===== src/rtl/ser_pkg.sv =====
package ser_pkg;

    localparam int unsigned DEF_CH = 8;
    localparam int unsigned DEF_W  = 12;

    // Lane behaviour when bits are shifted out
    typedef enum logic [0:0] {
        LANE_DRAIN  = 1'b0,   // zero fill: a word leaves once
        LANE_ROTATE = 1'b1    // recirculate: a fixed pattern repeats
    } lane_kind_e;

    // Bit clock: low in even slots, high in odd slots
    function automatic logic [63:0] bclk_pattern(input int unsigned w);
        logic [63:0] p;
        p = '0;
        for (int unsigned i = 0; i < w; i++) p[i] = i[0];
        return p;
    endfunction

    // Frame clock: high over the first half of a word
    function automatic logic [63:0] fclk_pattern(input int unsigned w);
        logic [63:0] p;
        p = '0;
        for (int unsigned i = 0; i < w; i++) p[i] = (i < w / 2);
        return p;
    endfunction

    // Marker: only slot 0
    function automatic logic [63:0] mark_pattern(input int unsigned w);
        logic [63:0] p;
        p = '0;
        if (w > 0) p[0] = 1'b1;
        return p;
    endfunction

endpackage


===== src/rtl/ser_lane.sv =====
module ser_lane
    import ser_pkg::*;
#(
    parameter int unsigned W    = DEF_W,
    parameter lane_kind_e  KIND = LANE_DRAIN
) (
    input  logic         clk,
    input  logic         rst,
    input  logic         load,
    input  logic [W-1:0] din,
    output logic         q
);

    logic [W-1:0] sh;
    logic         fill_load;
    logic         fill_shift;

    generate
        if (KIND == LANE_ROTATE) begin : g_rot
            assign fill_load  = din[0];
            assign fill_shift = sh[0];
        end else begin : g_drain
            assign fill_load  = 1'b0;
            assign fill_shift = 1'b0;
        end
    endgenerate

    always_ff @(posedge clk) begin
        if (rst) begin
            sh <= '0;
            q  <= 1'b0;
        end else if (load) begin
            q  <= din[0];
            sh <= {fill_load, din[W-1:1]};
        end else begin
            q  <= sh[0];
            sh <= {fill_shift, sh[W-1:1]};
        end
    end


    load_bit0_chk: assert property (@(posedge clk) disable iff (rst)
        load |=> (q == $past(din[0])));

endmodule


===== src/rtl/ser_phase_mon.sv =====
module ser_phase_mon
    import ser_pkg::*;
#(
    parameter int unsigned W = DEF_W
) (
    input  logic clk,
    input  logic rst,
    input  logic load,
    output logic err
);

    localparam int unsigned CW   = $clog2(W + 1);
    localparam logic [CW-1:0] LAST = CW'(W - 1);
    localparam logic [CW-1:0] SAT  = CW'(W);

    logic [CW-1:0] ticks;
    logic          seen;
    logic          off_grid;

    assign off_grid = load && seen && (ticks != LAST);

    always_ff @(posedge clk) begin
        if (rst) begin
            ticks <= '0;
            seen  <= 1'b0;
            err   <= 1'b0;
        end else begin
            if (load) begin
                ticks <= '0;
                seen  <= 1'b1;
            end else if (ticks != SAT) begin
                ticks <= ticks + 1'b1;
            end
            if (off_grid) err <= 1'b1;
        end
    end


    first_strobe_chk: assert property (@(posedge clk) disable iff (rst)
        (load && !seen) |=> (err == $past(err)));


    err_sticky_chk: assert property (@(posedge clk) disable iff (rst)
        err |=> err);

endmodule


===== src/rtl/adc_word_serializer.sv =====
module adc_word_serializer
    import ser_pkg::*;
#(
    parameter int unsigned NUM_CH = DEF_CH,
    parameter int unsigned WORD_W = DEF_W
) (
    input  logic                       clk,
    input  logic                       rst,
    input  logic                       load_i,
    input  logic [NUM_CH*WORD_W-1:0]   word_i,
    output logic [NUM_CH-1:0]          sdata_o,
    output logic                       bclk_o,
    output logic                       fclk_o,
    output logic                       word_mark_o,
    output logic                       misalign_err_o
);

    localparam logic [WORD_W-1:0] BCLK_PAT = WORD_W'(bclk_pattern(WORD_W));
    localparam logic [WORD_W-1:0] FCLK_PAT = WORD_W'(fclk_pattern(WORD_W));
    localparam logic [WORD_W-1:0] MARK_PAT = WORD_W'(mark_pattern(WORD_W));

    genvar c;
    generate
        for (c = 0; c < NUM_CH; c++) begin : g_ch
            ser_lane #(.W(WORD_W), .KIND(LANE_DRAIN)) u_lane (
                .clk  (clk),
                .rst  (rst),
                .load (load_i),
                .din  (word_i[c*WORD_W +: WORD_W]),
                .q    (sdata_o[c])
            );
        end
    endgenerate

    ser_lane #(.W(WORD_W), .KIND(LANE_ROTATE)) u_bclk (
        .clk(clk), .rst(rst), .load(load_i), .din(BCLK_PAT), .q(bclk_o)
    );

    ser_lane #(.W(WORD_W), .KIND(LANE_ROTATE)) u_fclk (
        .clk(clk), .rst(rst), .load(load_i), .din(FCLK_PAT), .q(fclk_o)
    );

    ser_lane #(.W(WORD_W), .KIND(LANE_ROTATE)) u_mark (
        .clk(clk), .rst(rst), .load(load_i), .din(MARK_PAT), .q(word_mark_o)
    );

    ser_phase_mon #(.W(WORD_W)) u_mon (
        .clk  (clk),
        .rst  (rst),
        .load (load_i),
        .err  (misalign_err_o)
    );


    bclk_toggle_chk: assert property (@(posedge clk) disable iff (rst)
        bclk_o |=> !bclk_o);


    mark_phase_chk: assert property (@(posedge clk) disable iff (rst)
        word_mark_o |-> (fclk_o && !bclk_o));


    mark_single_chk: assert property (@(posedge clk) disable iff (rst)
        word_mark_o |=> !word_mark_o);


    drained_zero_chk: assert property (@(posedge clk) disable iff (rst)
        (word_mark_o && !$past(load_i)) |-> (sdata_o == '0));

endmodule


===== config.mk =====
export PLATFORM = sky130hd
export DESIGN_NAME = adc_word_serializer
export DESIGN_NICKNAME = d
export VERILOG_FILES = /design/src/rtl/ser_pkg.sv /design/src/rtl/ser_lane.sv /design/src/rtl/ser_phase_mon.sv /design/src/rtl/adc_word_serializer.sv
export SDC_FILE = /design/constraint.sdc
export NUM_CORES = 1
export LEC_CHECK = 0
export BUFFER_PORTS_ARGS = -buffer_cell sky130_fd_sc_hd__buf_2
export CAP_MARGIN = 20
export CORE_MARGIN = 8
export CORE_UTILIZATION = 52
export DETAILED_ROUTE_END_ITERATION = 10
export GPL_TIMING_DRIVEN = 0
export PLACE_DENSITY = 0.78
export SYNTH_ARGS = -nofsm -noshare
export SYNTH_HDL_FRONTEND = slang
export SYNTH_SLANG_ARGS = --single-unit

===== constraint.sdc =====
create_clock -name clk -period 1.33 [get_ports clk]
set_input_delay 0.0665 -clock clk [delete_from_list [all_inputs] [get_ports clk]]
set_output_delay 0.0665 -clock clk [all_outputs]
set_load 0.01 [all_outputs]

---- Word level (Yosys, flattened, before mapping) ----
Cells that the tools add are included.
word-level totals
  register bits ........................... 149
  bits of input ports ..................... 99
  output and inout port bits .............. 12
  word-level logic and storage cells ...... 55
cells by class
  add/subtract/negate cells ............... 1
  equal/unequal tests ..................... 2
  muxes and demuxes ....................... 21
  reductions and logical operators ........ 3
operators by type and width
  kind                 count
  $mux 11              9
  $mux 12              2
  $mux 1               10
  $ne 4x4->1 const B   2
  $add 4x1->4 const B  1
  $logic_and 1x1->1    2
  $reduce_or 2->1      1

---- Depth between registers and ports, before layout ----
Gate-level depths: netlist of run 1.
  word-level depth ........................ 2
  depth in mapped cells ................... 5
  mapped depth without buffers ............ 4

---- By module ----
Synthesis of run 1 repeated with hierarchy kept, for this count alone.
unflattened totals
  cells, all modules ...................... 443
  area total of the unflattened synthesis .. 4943.5 µm²
modules (own cells, without submodules)
  module                         instances  cells each  area each (µm²)  sequential area each (µm²)
  ser_lane (g_ch[0].u_lane ...)  8          37          417.9            240.2
  ser_lane (u_bclk ...)          3          38          420.4            240.2
  ser_phase_mon                  1          31          331.6            120.1
  adc_word_serializer            1          2           7.5              0.0

---- Worst setup path after synthesis of run 1 ----
OpenSTA, ideal clock, no wires.
  path type ............................... flip-flop to flip-flop
  start point ............................. reg u_mon.ticks[0]
  end point ............................... reg u_mon.ticks[1]
  setup time .............................. 0.121 ns
  arrival time ............................ 1.057 ns
  required time ........................... 1.209 ns
  path slack .............................. 0.152 ns
  stages on the path, launching flop included .. 5
  path buffers ............................ 0
  period minus slack after synthesis ...... 1.178 ns
  cells stage by stage .................... dfxtp_1 inv_1 ha_1 nor3b_1 mux2_2
between the ends
  word-level cells in the longest chain between the ends .. 1
RTL lines
  item                                       RTL line                                  RTL
  start: declaration                         ser_phase_mon.sv:16                       logic [CW-1:0] ticks;
  start signal: assignment                   ser_phase_mon.sv:32                       ticks <= ticks + 1'b1;
  $add 4x1->4 or $ne 4x4->1 (tied branches)  ser_phase_mon.sv:32, ser_phase_mon.sv:31
Parallel ways exist; a longest one is shown, timed or not.
A chain may end at the register's enable or synchronous reset.

---- Final worst setup path of run 1 ----
Ends and elaborated chain as after synthesis.

==> results of run 1 <==
synth_stat cells (all sizes together):
master / count
dfxtp: 138
nor2: 118
mux2i: 88
buf: 32
and2: 31
inv: 3
a2111oi: 2
a21boi: 2
clkbuf: 2
ha: 2
nor2b: 2
nor3b: 2
a31o: 1
a31oi: 1
and3: 1
and3b: 1
mux2: 1
nand3: 1
nand3b: 1
nand4: 1
o22ai: 1
sequential cells by signal (all words and copies together), names as in the netlist:
register,cells
u_mon.ticks,4
u_fclk.q,1
g_ch.u_lane.q,8
u_bclk.sh,11
u_mon.seen,1
u_bclk.q,1
g_ch.u_lane.sh,88
u_mon.err,1
u_fclk.sh,11
u_mark.sh,11
u_mark.q,1
worst max-delay path: cells and delay by family, from the launching register on:
family	cells	cell delay, ns
DFF	1	0.42
adders and majority gates	1	0.26
muxes	1	0.26
and+or+nand+nor	1	0.13
buffers and inverters	1	0.07
per-stage QoR:
step                      hold slack, ns  setup WS [ns]
final                              0.165         0.0807
after global routing               0.164         0.0115
after CTS                          0.128         0.0456
after detailed placement           0.271         0.0446
after global placement             0.269          0.106
after floorplan                    0.188          0.152
worst paths after layout:
path / start / cells after the start / slack, ns / to
worst min-delay path: load_i / 4 / 0.16 / g_ch[3].u_lane.sh[5]$_SDFF_PP0_
worst min register to register: u_bclk.sh[8]$_SDFF_PP0_ / 1 / 0.42 / u_bclk.sh[7]$_SDFF_PP0_
worst max register to register: u_mon.ticks[0]$_SDFFE_PP0P_ / 4 / 0.08 / u_mon.ticks[1]$_SDFFE_PP0P_
worst max-delay path: u_mon.ticks[0]$_SDFFE_PP0P_ / 4 / 0.08 / u_mon.ticks[1]$_SDFFE_PP0P_
area by class of cell:
class | count | area (µm²) | area share [%]
Sequential cell | 138 | 2760 | 39.8
Buffer | 34 | 220 | 3.17
Clock inverter | 15 | 170 | 2.45
Timing Repair Buffer | 209 | 1550 | 22.3
Multi-Input combinational cell | 256 | 1680 | 24.2
Antenna cell | 1 | 2.50 | 0.0361
Tap cell | 108 | 135 | 1.95
Inverter | 3 | 11.3 | 0.162
Clock buffer | 17 | 414 | 5.97
power groups by stage:
stage,sequential (W),combinational [W],clock (W)
finish,0.00440,0.000935,0.00456
global route,0.00442,0.00103,0.00481
CTS,0.00440,0.000917,0.00465
detailed placement,0.00449,0.000681,0
global placement,0.00448,0.000658,0
floorplan,0.00447,0.000430,0
per-layer routing:
| metal | routed length, µm | part of all wire (%) |
|---|---|---|
| met1 | 4970 | 42 |
| met2 | 6040 | 51 |
| met3 | 674 | 5.7 |
| met4 | 215 | 1.8 |
| met5 | 0 | 0 |
logic make-up after synthesis:
group	Yosys count	share of synthesized area (%)
buffers and inverters	37	4.96
AO/OA/AOI/OAI	7	1.21
flip-flops	138	59.2
multiplexers	89	19.1
AND/OR/NAND/NOR	158	15.0
adder cells (fa/ha/maj)	2	0.536
repair_timing:
action                                  CTS  global route
buffers inserted                          0             0
gates resized for setup                   0             1
hold endpoints to repair                102             0
hold buffers                            100             0
endpoints found under the setup margin    0             3
==> flow_summary_export.csv, run 1 <==
group,metric,value,unit
setup_path,path_class,"reg2reg",
sta,setup_violations,0,
layout,final_util,79.6,%
layout,num-nets-final,760,
power_and_ir_drop,seqPwrFrac,44.5,%
place,placed_area,5350,µm²
layout,final_common_cell,"dfxtp_1",
hold_path,hp-class,"in2reg",
power_and_ir_drop,clkPwrFrac,46.1,%
grt,use_met1,21.0,%
power_and_ir_drop,p_sw,0.00243,W
floorplanning,start_util,53.5,%
run_status,status,"finished, final reports clean",
setup_path,critical_path_required,1.72,ns
power_and_ir_drop,p_per_area,1430,nW/µm²
place,dp_cells,648,
clocking,cts_tree,"yes",
grt,grt_pass1_vias,3953,
power_and_ir_drop,power,0.00990,W
run,maxCapViolCount,0,
sta,rsz0062_at_grt,"false",
power_and_ir_drop,p_sw_share,24.5,%
sta,finalCritPeriodShare,93.9,%
layout,final_area,6940,µm²
setup_path,critPathLaunchType,"flop",
synthesis,seq_area_frac_synth,59.2,%
setup_path,cpMaxStageDelayCell,"dfxtp_1",
floorplanning,core_area,8720,µm²
grt,grtUsageMet3,6.33,%
synthesis,synth_top_area_cell,"dfxtp_1",
power_and_ir_drop,pwr-share-comb,9.4,%
sta,hold_viol,0,
grt,grt_use_total,19.7,%
layout,layout.cells.non_filler,781,
synthesis,synth.ff_latch_count,138,
synthesis,syn_area,4670,µm²
sta,finalCriticalPeriod,1.25,ns
power_and_ir_drop,p_leak,3.31,nW
sta,slew_violations,0,
routing,detail_route.iter0.violations,106,
routing,via_per_inst,4.64,
clocking,clk-insertion-delay-late,0.50,ns
sta,tns,0,ns
clocking,clk_path_buf_depth,2,
setup_path,endpoint_kind,"flop",
synthesis,synthCells,431,
synthesis,syn-num-nets,532,
synthesis,yosys.area.top_type_share,59.2,%
grt,grt-ovfl-total,0,
setup_path,critical_path.max_stage_delay,0.42,ns
layout,area_growth,48.6,%
grt,grt_max_degree,17,
power_and_ir_drop,internal-power,0.00748,W
routing,routedWlPerCell,15.2,µm
setup_path,critPathMaxFanout,6,
power_and_ir_drop,vdd_drop_max,0.927,mV
sta,max_freq,800,MHz
synthesis,yosysUniqueCellTypes,25,
routing,remaining_drc_errors,0,
place,port_buffers,109,
place,gp_congestion,0.733,
routing,vias,3621,
floorplanning,die_x,111,µm
routing,first_pass_iters,4,
layout,filler_cell_count,501,
floorplanning,rows,34,
synthesis,ys_warn_count,0,
setup_path,crit_chain,"inv_1 > ha_2 > nor3b_1 > mux2_2",
routing,final_antenna_net_count,0,
grt,grt_use_met2,34.7,%
clocking,cts_max_level,4,
grt,antenna_found_initial,1,
clocking,cts-root-buf,"clkbuf_8",
sta,max_slew.worst_pin.slew,0.532,ns
layout,layout_common_cells,"138 x dfxtp_1, 117 x buf_2, 117 x nor2_1",
clocking,cts_buffers,17,
grt,grt_busiest_layer,"met2",
synthesis,synth_area_leaders,"dfxtp_1 59%, mux2i_1 19%, nor2_1 9.4%",
synthesis,syn_avg_cell_area,10.8,µm²
sta,max_slew_margin,64.5,%
layout,layout-drive-gt1-share,25.6,%
routing,routed_wl,11.9,mm
floorplanning,io_pins,111,
clocking,clk_pin_slew,0.06,ns
place,dp_hpwl,6.89,mm
clocking,cts_sinks,138,
grt,grt_pass1_wl,19.6,mm
sta,skew,0.00620,ns
floorplanning,die-area,12300,µm²
setup_path,crit_arrival,1.64,ns
floorplanning,fp.dieH,111,µm
Note: power is estimated with default switching activity, not from simulation.
==> run 2: changes to the inputs <==
CORE_UTILIZATION = 50   (was 52)
PLACE_DENSITY = 0.75   (was 0.78)
==> run 2 against run 1 <==
  * First-iteration DRC count rose by 32%
  * Fmax rose by 0.78%
  * Via count rose by 2.4%
  * Largest power group unchanged
==> flow_summary_export.csv, run 2 (synthesized netlist as in run 1, its figures left out) <==
group,metric,value,unit
layout,seq_area,2760,µm²
place,placed_area,5350,µm²
sta,max_slew.worst_pin.slew,0.566,ns
clocking,clk_pin_slew,0.06,ns
grt,grt_pass1_wl,19.8,mm
sta,slew_violations,0,
routing,detail_route.iter0.violations,140,
setup_path,crit_path_end,"u_mon.ticks[1]$_SDFFE_PP0P_",
layout,filler_cell_count,645,
clocking,cts_buffers,17,
sta,finalCriticalPeriod,1.24,ns
grt,grt-ovfl-total,0,
layout,final_area,6910,µm²
layout,layout_common_cells,"138 x dfxtp_1, 117 x buf_2, 117 x nor2_1",
setup_path,critical_path_cell_count,4,
sta,finalCritPeriodShare,93.2,%
sta,max_freq,807,MHz
clocking,cts_sinks,138,
layout,layout-drive-gt1-share,25.7,%
setup_path,cpMaxStageDelayCell,"dfxtp_1",
clocking,cts_max_level,4,
setup_path,r2r_start,"u_mon.ticks[0]$_SDFFE_PP0P_",
setup_path,crit_arrival,1.64,ns
place,dp_hpwl,6.97,mm
layout,multi_input_area,1680,µm²
clocking,clk-insertion-delay-late,0.51,ns
setup_path,endpoint_kind,"flop",
setup_path,crit_buf_inv,1,
floorplanning,io_pins,111,
routing,via_per_inst,4.73,
setup_path,crit_chain,"inv_1 > ha_2 > nor3b_1 > mux2_2",
floorplanning,start_util,51.0,%
grt,antenna_found_initial,2,
routing,remaining_drc_errors,0,
setup_path,critPathMaxFanout,6,
setup_path,reg2reg_depth,4,
layout,num-nets-final,758,
layout,final_util,75.5,%
setup_path,path_class,"reg2reg",
floorplanning,die-area,12700,µm²
setup_path,r2r_slack,0.09,ns
sta,rsz0062_at_grt,"false",
layout,regMostFlops,"g_ch.u_lane.sh",
grt,grt_pass1_vias,4119,
run,maxCapViolCount,0,
routing,final_antenna_net_count,0,
layout,area_growth,48.0,%
floorplanning,core_area,9150,µm²
sta,max_slew_margin,62.2,%
clocking,cts_setup_buffers,0,
layout,largest_register_ffs,88,
routing,first_pass_iters,4,
routing,vias,3707,
sta,hold-worst-slack,0.0199,ns
power_and_ir_drop,p_leak,3.28,nW
place,port_buffers,109,
sta,skew,0.00798,ns
power_and_ir_drop,vdd_drop_max,0.904,mV
setup_path,critical_path_required,1.73,ns
floorplanning,die_x,113,µm
setup_path,critPathLaunchType,"flop",
sta,setup_violations,0,
setup_path,crit_family,"flip-flops",
hold_path,hp-class,"in2reg",
clocking,cts_tree,"yes",
sta,tns,0,ns
setup_path,r2r-end,"u_mon.ticks[1]$_SDFFE_PP0P_",
setup_path,crit_path_start,"u_mon.ticks[0]$_SDFFE_PP0P_",
routing,routed_wl,12.2,mm
floorplanning,rows,35,
sta,hold_viol,0,
run_status,status,"finished, final reports clean",
floorplanning,fp.dieH,113,µm
clocking,clk_path_buf_depth,2,
grt,grt_max_degree,17,
clocking,cts-root-buf,"clkbuf_8",
power_and_ir_drop,p_per_area,1420,nW/µm²
layout,final_common_cell,"dfxtp_1",
routing,routedWlPerCell,15.5,µm
setup_path,critical_path.max_stage_delay,0.41,ns
place,gp_congestion,0.755,
grt,grt_use_total,19.7,%
-- run 2: changes by cell type in the layout (fill, tap and decap cells not counted), sizes merged --
| cell | before | now |
|---|---|---|
| clkinv | 3 | 2 |
| diode | 1 | 3 |
| dlygate4sd3 | 100 | 98 |
| clkinvlp | 0 | 3 |
| inv | 14 | 12 |
-- run 2: power by group --
group	internal, W	leakage [nW]	total, W	switching (W)
clock network	0.00255	0.272	0.00447	0.00192
registers	0.00434	1.14	0.00440	0.0000623
logic	0.000539	1.87	0.000936	0.000397
total	0.00743	3.28	0.00981	0.00238
-- run 2: final cells by class --
class                           instances  area share [%]
Sequential cell                       138            40.0
Multi-Input combinational cell        256            24.3
Timing Repair Buffer                  207            22.1
Clock buffer                           17            5.99
Buffer                                 34            3.19
Clock inverter                         15            2.21
Tap cell                              111            2.01
Inverter                                3           0.163
Antenna cell                            3           0.109
-- run 2: metrics by stage --
step / power, W / setup slack, ns / cells
after floorplan: 0.00490 / 0.152 / 431
after global placement: 0.00514 / 0.104 / 651
after detailed placement: 0.00517 / 0.0791 / 651
after CTS: 0.00984 / 0.0634 / 781
after global routing: 0.0102 / 0.0350 / 783
final: 0.00981 / 0.0904 / 784
-- run 2: worst min-delay path by stage --
stage          depth (start not counted)  slack, ns                               end       start
3_5_place_dp                           2       0.27  g_ch[3].u_lane.sh[10]$_SDFF_PP0_  word_i[47]
6_report                               3       0.02       u_mon.ticks[2]$_SDFFE_PP0P_      load_i
4_1_cts                                3      0.007       u_mon.ticks[2]$_SDFFE_PP0P_      load_i
5_1_grt                                3       0.01           u_fclk.sh[7]$_SDFF_PP0_      load_i
3_3_place_gp                           2       0.27  g_ch[2].u_lane.sh[10]$_SDFF_PP0_  word_i[35]
2_1_floorplan                          1       0.19  g_ch[0].u_lane.sh[10]$_SDFF_PP0_  word_i[11]
-- run 2: layer usage --
layer,GRT usage (%),part of all wire (%),up-vias
met5,0,0,-
met4,9.26,2.3,0
met3,6.55,5.2,29
met2,35.0,51,101
met1,20.7,41,1726
li1,-,-,1851
-- run 2: repair_timing --
item / 4_1_cts / 5_1_grt
hold endpoints to repair: 100 / 0
setup endpoints to repair: 0 / 1
resized for setup: 0 / 1
hold buffers: 98 / 0
-- run 2: worst reg2reg max path, stage by stage, from the launching register on --
cell     delay, ns
dfxtp_1       0.41
inv_1         0.07
ha_2          0.26
nor3b_1       0.13
mux2_2        0.26
==> run 3: changes to the inputs <==
==> constraint.sdc (replaced) <==
create_clock -name clk -period 1.33 [get_ports clk]
set_input_delay 0.399 -clock clk [delete_from_list [all_inputs] [get_ports clk]]
set_output_delay 0.399 -clock clk [all_outputs]
set_load 0.01 [all_outputs]
==> run 3 against run 2 <==
  * The flow now finishes with violations (negative setup slack)
  * Critical path depth down 3
  * Utilization down 10 points
  * Count of clock-buffer cells in the layout unchanged
  * Clock skew about the same
  * Routed wire length down 20%
  * Clock power about the same
  * Combinational power down 27%
  * Global-route usage down 3.9 points
  * Fmax down 8.8%
==> flow_summary_export.csv, run 3 (synthesized netlist as in run 1, its figures left out) <==
group,metric,value,unit
power_and_ir_drop,vdd_drop_max,0.872,mV
layout,area_growth,27.6,%
floorplanning,die-area,12700,µm²
routing,routed_wl,9.69,mm
grt,grt_pass1_vias,3395,
setup_path,path_class,"reg2out",
floorplanning,rows,35,
run_status,violations,"negative setup slack",
routing,detail_route.iter0.violations,130,
sta,max_slew_margin,66.1,%
routing,via_per_inst,4.76,
clocking,clk_path_buf_depth,2,
clocking,cts_tree,"yes",
sta,skew,0.00818,ns
power_and_ir_drop,clkPwrFrac,46.7,%
setup_path,cpMaxStageDelayCell,"dfxtp_2",
setup_path,crit_family,"flip-flops",
layout,diodes,0,
setup_path,critical_path_cell_count,1,
place,dp_hpwl,6.97,mm
routing,routedWlPerCell,14.3,µm
setup_path,endpoint_kind,"output pin",
routing,remaining_drc_errors,0,
grt,grt_pass1_wl,16.0,mm
setup_path,reg2reg_depth,4,
clocking,cts_max_level,4,
grt,grt_use_total,15.9,%
layout,seq_area,2780,µm²
sta,slew_violations,0,
sta,max_slew.worst_pin.slew,0.508,ns
routing,first_pass_iters,4,
clocking,cts_sinks,138,
sta,max_freq,736,MHz
run,maxCapViolCount,0,
power_and_ir_drop,p_sw_share,24.0,%
setup_path,critical_path.max_stage_delay,0.33,ns
floorplanning,io_pins,111,
sta,hold-worst-slack,0.0907,ns
hold_path,holdPathStages,2,
place,gp_congestion,0.755,
grt,grt-ovfl-total,0,
routing,final_antenna_net_count,0,
clocking,cts-root-buf,"clkbuf_8",
layout,multi_input_area,1680,µm²
power_and_ir_drop,p_leak,2.85,nW
setup_path,r2r_slack,0.10,ns
setup_path,critPathMaxFanout,2,
clocking,cts_buffers,17,
layout,largest_register_ffs,88,
floorplanning,die_x,113,µm
sta,rsz0062_at_grt,"true",
floorplanning,start_util,51.0,%
sta,setup_slack,-0.0285,ns
power_and_ir_drop,pwr-share-comb,7.2,%
routing,vias,3215,
setup_path,critPathLaunchType,"flop",
layout,num-nets-final,653,
sta,finalCriticalPeriod,1.36,ns
layout,filler_cell_count,781,
floorplanning,fp.dieH,113,µm
layout,regMostFlops,"g_ch.u_lane.sh",
setup_path,crit_arrival,0.96,ns
power_and_ir_drop,seqPwrFrac,46.2,%
place,port_buffers,109,
layout,final_area,5960,µm²
layout,layout_common_cells,"127 x dfxtp_1, 117 x nor2_1, 105 x buf_2",
sta,finalCritPeriodShare,102,%
power_and_ir_drop,p_sw,0.00229,W
layout,final_common_cell,"dfxtp_1",
clocking,clk-insertion-delay-late,0.51,ns
run_status,status,"complete, but fails checks",
power_and_ir_drop,internal-power,0.00725,W
clocking,clk_pin_slew,0.07,ns
sta,hold_viol,0,
setup_path,crit_chain,"buf_6",
floorplanning,core_area,9150,µm²
power_and_ir_drop,p_per_area,1600,nW/µm²
layout,layout-drive-gt1-share,31.2,%
place,placed_area,5350,µm²
grt,antenna_found_initial,0,
hold_path,hp-class,"in2reg",
grt,grt_max_degree,17,
sta,setup_violations,9,
setup_path,crit_buf_inv,1,
setup_path,critical_path_required,0.93,ns
run 3: changes by cell type in the layout (fill, tap and decap cells not counted):
| cell | previous run | this run |
|---|---|---|
| dfxtp_1 | 138 | 127 |
| dfxtp_2 | 0 | 11 |
| dlygate4sd3_1 | 98 | 0 |
| buf_6 | 3 | 15 |
| diode_2 | 3 | 0 |
| buf_2 | 117 | 105 |
| buf_4 | 16 | 9 |
run 3: layer usage:
metal	wire (µm)	track usage, %	vias to the layer above	part of all wire, %
li1	-	-	1635	-
met1	4280	17.9	1479	44
met2	4660	26.3	90	48
met3	619	6.66	11	6.4
met4	129	5.85	0	1.3
met5	0	0	-	0
run 3: per-stage QoR:
stage               std cells  total power [W]  util [%]  worst slack (ns)  TNS (ns)
global route              676          0.00991      65.1           -0.0756    -0.565
CTS                       675          0.00963      65.0           -0.0451    -0.325
floorplan                 431          0.00490         -             0.152         0
detailed placement        651          0.00517      58.5            -0.124     -7.41
global placement          651          0.00514      58.5            -0.103     -4.92
finish                    676          0.00954      65.1           -0.0285    -0.107
run 3: timing repair:
item	4_1_cts	5_1_grt
gates cloned	0	0
gates resized for setup	21	3
hold buffers	0	0
setup endpoints to repair	12	13
buffers inserted	0	1
run 3: cell type report:
cell class | instances | area share, %
Multi-Input combinational cell | 256 | 28.1
Buffer | 26 | 2.69
Clock buffer | 17 | 6.95
Clock inverter | 15 | 2.56
Timing Repair Buffer | 110 | 10.5
Tap cell | 111 | 2.33
Inverter | 3 | 0.189
Sequential cell | 138 | 46.6
run 3: path summary, 6_finish.rpt:
check / from / to
hold / removal: word_i[83] / g_ch[6].u_lane.sh[10]$_SDFF_PP0_
setup / recovery: u_bclk.q$_SDFF_PP0_ / bclk_o
setup reg to reg: u_mon.ticks[0]$_SDFFE_PP0P_ / u_mon.ticks[1]$_SDFFE_PP0P_
hold reg to reg: u_bclk.sh[8]$_SDFF_PP0_ / u_bclk.sh[7]$_SDFF_PP0_
run 3: worst reg2reg max path, delay by kind of cell, from the launching register on:
kind                       cells  cell delay (ns)
DFF                            1             0.41
adders and majority gates      1             0.26
muxes                          1             0.26
and+or+nand+nor                1             0.13
buffers and inverters          1             0.07
run 3: power groups by stage:
stage                     logic (W)  clock network, W  registers (W)
after floorplan            0.000430                 0        0.00447
after global placement     0.000660                 0        0.00448
after detailed placement   0.000684                 0        0.00449
after CTS                  0.000694           0.00453        0.00441
after global routing       0.000761           0.00473        0.00442
final                      0.000684           0.00445        0.00441
